===== src/rtl/sap_pkg.sv =====
package sap_pkg;
    localparam int STAT_W  = 32;
    localparam int DMA_BIT = 28;
    localparam int UF_BIT  = 27;

    typedef enum logic {
        MODE_RX = 1'b0,
        MODE_TX = 1'b1
    } port_mode_e;
endpackage


===== src/rtl/sap_rx_slot.sv =====
module sap_rx_slot #(
    parameter int DW = 32
) (
    input  logic          clk,
    input  logic          rst,
    input  logic          en,
    input  logic          clr,
    input  logic          smp_vld,
    input  logic [DW-1:0] smp,
    input  logic          rd,
    output logic [DW-1:0] word,
    output logic          fresh,
    output logic          uf_evt
);
    typedef struct packed {
        logic [DW-1:0] word;
        logic          fresh;
    } rx_st_t;

    rx_st_t st_d, st_q;

    always_comb begin
        st_d   = st_q;
        uf_evt = en && rd && !st_q.fresh;
        if (en && smp_vld) begin
            st_d.word = smp;
        end
        if (clr) begin
            st_d.fresh = 1'b0;
        end else if (en) begin
            if (smp_vld) begin
                st_d.fresh = 1'b1;
            end else if (rd) begin
                st_d.fresh = 1'b0;
            end
        end
    end

    always_ff @(posedge clk) begin
        if (rst) begin
            st_q <= '0;
        end else begin
            st_q <= st_d;
        end
    end

    assign word  = st_q.word;
    assign fresh = st_q.fresh;
endmodule


===== src/rtl/sap_tx_slot.sv =====
module sap_tx_slot #(
    parameter int DW = 32
) (
    input  logic          clk,
    input  logic          rst,
    input  logic          en,
    input  logic          clr,
    input  logic          wr,
    input  logic [DW-1:0] wdata,
    input  logic          req,
    output logic [DW-1:0] word,
    output logic          need,
    output logic          uf_evt
);
    typedef struct packed {
        logic [DW-1:0] word;
        logic          need;
    } tx_st_t;

    tx_st_t st_d, st_q;

    always_comb begin
        st_d   = st_q;
        uf_evt = en && req && st_q.need;
        if (wr) begin
            st_d.word = wdata;
        end
        if (clr) begin
            st_d.need = 1'b0;
        end else if (en) begin
            if (wr) begin
                st_d.need = 1'b0;
            end else if (req) begin
                st_d.need = 1'b1;
            end
        end
    end

    always_ff @(posedge clk) begin
        if (rst) begin
            st_q <= '0;
        end else begin
            st_q <= st_d;
        end
    end

    assign word = st_q.word;
    assign need = st_q.need;
endmodule


===== src/rtl/sap_flag_ctl.sv =====
module sap_flag_ctl (
    input  logic clk,
    input  logic rst,
    input  logic set_evt,
    input  logic clr_wr,
    input  logic clr_val,
    input  logic ie,
    output logic uf,
    output logic irq
);
    typedef struct packed {
        logic uf;
    } flag_st_t;

    flag_st_t st_d, st_q;

    always_comb begin
        st_d = st_q;
        if (set_evt) begin
            st_d.uf = 1'b1;
        end else if (clr_wr && !clr_val) begin
            st_d.uf = 1'b0;
        end
    end

    always_ff @(posedge clk) begin
        if (rst) begin
            st_q <= '0;
        end else begin
            st_q <= st_d;
        end
    end

    assign uf  = st_q.uf;
    assign irq = st_q.uf && ie;
endmodule


===== src/rtl/sap_data_port.sv =====
module sap_data_port
    import sap_pkg::*;
#(
    parameter int DW = 32
) (
    input  logic              clk,
    input  logic              rst,
    input  logic              mode_tx,
    input  logic              uf_irq_en,
    input  logic              ser_rx_valid,
    input  logic [DW-1:0]     ser_rx_data,
    input  logic              ser_tx_req,
    output logic [DW-1:0]     ser_tx_data,
    input  logic              host_rd_rx,
    output logic [DW-1:0]     host_rx_data,
    input  logic              host_wr_tx,
    input  logic [DW-1:0]     host_tx_wdata,
    input  logic              host_wr_stat,
    input  logic [STAT_W-1:0] host_stat_wdata,
    output logic [STAT_W-1:0] status,
    output logic              dma_req,
    output logic              irq
);
    typedef struct packed {
        port_mode_e mode;
    } top_st_t;

    top_st_t st_d, st_q;

    port_mode_e mode_in;
    logic       mode_chg;
    logic       rx_en, tx_en;
    logic       rx_fresh, tx_need;
    logic       rx_uf, tx_uf;
    logic       uf_flag;

    assign mode_in = port_mode_e'(mode_tx);

    always_comb begin
        st_d      = st_q;
        st_d.mode = mode_in;
        mode_chg  = (mode_in != st_q.mode);
        rx_en     = !mode_chg && (st_q.mode == MODE_RX);
        tx_en     = !mode_chg && (st_q.mode == MODE_TX);
    end

    always_ff @(posedge clk) begin
        if (rst) begin
            st_q.mode <= mode_in;
        end else begin
            st_q <= st_d;
        end
    end

    sap_rx_slot #(.DW(DW)) u_rx (
        .clk     (clk),
        .rst     (rst),
        .en      (rx_en),
        .clr     (mode_chg),
        .smp_vld (ser_rx_valid),
        .smp     (ser_rx_data),
        .rd      (host_rd_rx),
        .word    (host_rx_data),
        .fresh   (rx_fresh),
        .uf_evt  (rx_uf)
    );

    sap_tx_slot #(.DW(DW)) u_tx (
        .clk     (clk),
        .rst     (rst),
        .en      (tx_en),
        .clr     (mode_chg),
        .wr      (host_wr_tx),
        .wdata   (host_tx_wdata),
        .req     (ser_tx_req),
        .word    (ser_tx_data),
        .need    (tx_need),
        .uf_evt  (tx_uf)
    );

    sap_flag_ctl u_flag (
        .clk     (clk),
        .rst     (rst),
        .set_evt (rx_uf || tx_uf),
        .clr_wr  (host_wr_stat),
        .clr_val (host_stat_wdata[UF_BIT]),
        .ie      (uf_irq_en),
        .uf      (uf_flag),
        .irq     (irq)
    );

    assign dma_req = (st_q.mode == MODE_TX) ? tx_need : rx_fresh;

    for (genvar b = 0; b < STAT_W; b++) begin : g_stat
        if (b == DMA_BIT) begin : g_dma
            assign status[b] = dma_req;
        end else if (b == UF_BIT) begin : g_uf
            assign status[b] = uf_flag;
        end else begin : g_zero
            assign status[b] = 1'b0;
        end
    end
endmodule


===== config.mk =====
export PLATFORM = sky130hd
export DESIGN_NAME = sap_data_port
export DESIGN_NICKNAME = d
export VERILOG_FILES = /design/src/rtl/sap_pkg.sv /design/src/rtl/sap_rx_slot.sv /design/src/rtl/sap_tx_slot.sv /design/src/rtl/sap_flag_ctl.sv /design/src/rtl/sap_data_port.sv
export SDC_FILE = /design/constraint.sdc
export NUM_CORES = 1
export LEC_CHECK = 0
export ABC_CLOCK_PERIOD_IN_PS = 1600
export BUFFER_PORTS_ARGS = -buffer_cell sky130_fd_sc_hd__buf_2
export CORE_ASPECT_RATIO = 0.8
export CORE_UTILIZATION = 42
export DETAILED_ROUTE_END_ITERATION = 12
export PLACE_DENSITY = 0.9
export RECOVER_POWER = 50
export SLEW_MARGIN = 10
export SYNTH_ARGS = -nofsm -noshare
export SYNTH_HDL_FRONTEND = slang
export SYNTH_SLANG_ARGS = --single-unit

===== constraint.sdc =====
create_clock -name clk -period 1.6 [get_ports clk]
set_input_delay 0.16 -clock clk [delete_from_list [all_inputs] [get_ports clk]]
set_output_delay 0.16 -clock clk [all_outputs]
set_load 0.02 [all_outputs]

==> metrics.cfg <==
[placed_design]
pre_cts_ws_ns = 0.345
place.gp.congestion = 0.657
numPortBuffers = 141
dp_hpwl_microns = 4580

[sta]
hold_viol = 0
setup-tns-final_ns = 0
timing.final.crit_share = 0.901
min_period_ns = 1.44
finalSetupViolations = 0
fmax_mhz = 694
max_slew_margin = 0.320
drv_slew = 0
holdWs_ns = 0.0604
rsz0062_at_grt = false
final.setup.worst_slack_ns = 0.158
fin_skew_ns = 0.00457
tightest_slew_ns = 1.02

[clock_network]
clk_latency_ns = 0.32
cts_buffer_depth = 2
h-tree-depth = 3
root_buffer = clkbuf_8
cts_inserted_buffers = 9
cts.sinks = 68
post-cts-setup-buffers = 0
clkTransAtPathRegs_ns = 0.07
cts_tree = done

[flow_run]
drv_cap = 0

[die]
ios = 203
die_h_microns = 77.7
initial_utilization = 0.437
die-area_sq_mm = 0.00751
std_cell_rows = 27
core_region_area_sq_mm = 0.00689
die_width_microns = 96.6

[cells_and_area]
nNetsFinal = 539
fillCellCount = 638
drive_gt1_frac = 0.349
syn_to_final_growth_pct = 25.7
postLayoutCoreUtil = 0.549
insertedDiodeCount = 0

[setup_path]
startpoint_type = input pin
cp-end-kind = flop
cp_num_cells = 7
crit_start = mode_tx
max_stage_delay_ns = 0.53
worst-path-buf-inv = 4
critPathSlowestCell = dlygate4sd3_1
worstPathMaxFanout = 29
cp_cell_sequence = dlygate4sd3_1 -> clkbuf_1 -> inv_1 -> ha_2 -> buf_12 -> a21bo_1 -> a211oi_2
cp.arrival_ns = 1.69
r2r_cells = 5
crit_required_ns = 1.85
path_class = in2reg
timing.rr.start = st_q$_DFF_P_
critical-path-top-delay-family = buffers and inverters

[synth]
yosysUniqueCellTypes = 24
yosysTopAreaCell = dfxtp_1
synth_most_common_cell = dfxtp_1
ys.warnings.count = 0
async_flop_share = 0
synth_seq_cells = 68
synth_top_area_frac = 0.452
ys_top_cells_by_count = dfxtp_1 (68), buf_4 (39), mux2i_1 (32), nand3_1 (32), nor2_1 (32)
synth_area_leaders = dfxtp_1 (45%), mux2i_1 (11%), buf_4 (9.7%), a21bo_2 (6.0%), nand3_1 (5.3%)
synth-seq-area-share = 0.452
synth_area_per_cell_sq_um = 9.96
syn_inst = 302
synth_edf_count = 0
syn_area_sq_mm = 0.00301
synth_flop_cell = dfxtp_1

[grt]
grt_max_degree = 66
grt.overflow.total = 0
grt_pass1_vias = 2244
antenna_found_initial = 0
grt_pass1_wl_microns = 10300
grt_util_all_layers = 0.169

[drt]
detail_route.wirelength_microns = 6320
vias_per_cell = 4.66
routedWlPerCell_microns = 12.1
drcViolationCount = 0
num_vias = 2436
ant_nets = 0
first_pass_iters = 4
drt_iter0_drc = 43

[min_path]
min_from = host_tx_wdata[1]
holdPathStages = 3
worstHoldPathType = in2reg

[outcome]
outcome = finished clean

[pwr]
ir_drop_v = 0.000546
total_power_mw = 3.74
p_leak_nw = 1.78
power_density_mw_per_mm2 = 990

==> cell families after synthesis <==
| group | Yosys count | share of synthesized area |
|---|---|---|
| adders and majority gates | 2 | 0.00831 |
| DFF | 68 | 0.452 |
| muxes | 33 | 0.110 |
| other | 1 | 0.00125 |
| and+or+nand+nor | 69 | 0.105 |
| buffers and inverters | 60 | 0.139 |
| AOI/OAI and AO/OA | 69 | 0.184 |
==> report_power, final <==
part / switching, mW / internal, mW / leakage (nW)
Clock: 0.602 / 0.745 / 0.0979
Combinational: 0.362 / 0.225 / 1.12
Sequential: 0.0384 / 1.77 / 0.557
Total: 1.00 / 2.74 / 1.78
==> stage by stage <==
step,cells,cell area (sq um)
6_report,523,3780
5_1_grt,523,3780
4_1_cts,523,3830
3_3_place_gp,507,3630
2_1_floorplan,331,3120
3_5_place_dp,507,3630
==> cell type report <==
type,count,area (sq um),share of cell area
flip-flops and latches,68,1360,0.360
inverters,3,11.3,0.00298
clock buffers,10,138,0.0364
multi-input cells,203,1340,0.355
well taps,87,109,0.0288
repair buffers,147,769,0.203
clock inverters,5,52.6,0.0139
==> what timing repair did <==
action                                 in CTS  in global routing
setup endpoints to repair                   0                  0
resized for setup                           0                  0
hold buffers                                1                  0
endpoints found under the hold margin       1                  0
==> final timing paths <==
path | to | slack (ns)
worst max-delay path | u_rx.fresh$_SDFFE_PP0P_ | 0.16
worst min register to register | u_tx.word[5]$_SDFFE_PP0P_ | 0.49
worst min-delay path | u_tx.word[1]$_SDFFE_PP0P_ | 0.06
worst max register to register | u_rx.fresh$_SDFFE_PP0P_ | 0.33
==> state kept, by name, indices dropped and copies added, names as in the netlist <==
name and flops:
u_rx.word 32, u_tx.word 32, st_q 1, u_flag.uf 1, u_rx.fresh 1, u_tx.need 1
==> cells in the final DEF (no fill, tap or decap), types with 3 or more instances in the layout <==
master and n:
a21bo_1 15, a21bo_2 18, a21oi_1 26, a21oi_2 7, buf_12 5, buf_2 104
clkbuf_1 37, clkbuf_8 10, clkinv_2 3, conb_1 30, dfxtp_1 68, inv_1 3
mux2i_1 32, nand3_1 32, nor2_1 32
==> per-layer routing <==
layer | share of wire | vias up | global-route usage
li1 | - | 1225 | -
met1 | 0.44 | 1101 | 0.199
met2 | 0.47 | 98 | 0.281
met3 | 0.077 | 12 | 0.0667
met4 | 0.014 | 0 | 0.0597
met5 | 0 | - | 0
==> worst register-to-register path: stages, from the launching register on <==
cell	delay, ns
dfxtp_1	0.36
inv_1	0.06
ha_2	0.20
buf_12	0.17
a21bo_1	0.20
a211oi_2	0.20
Power figures use the tool's default switching activity.
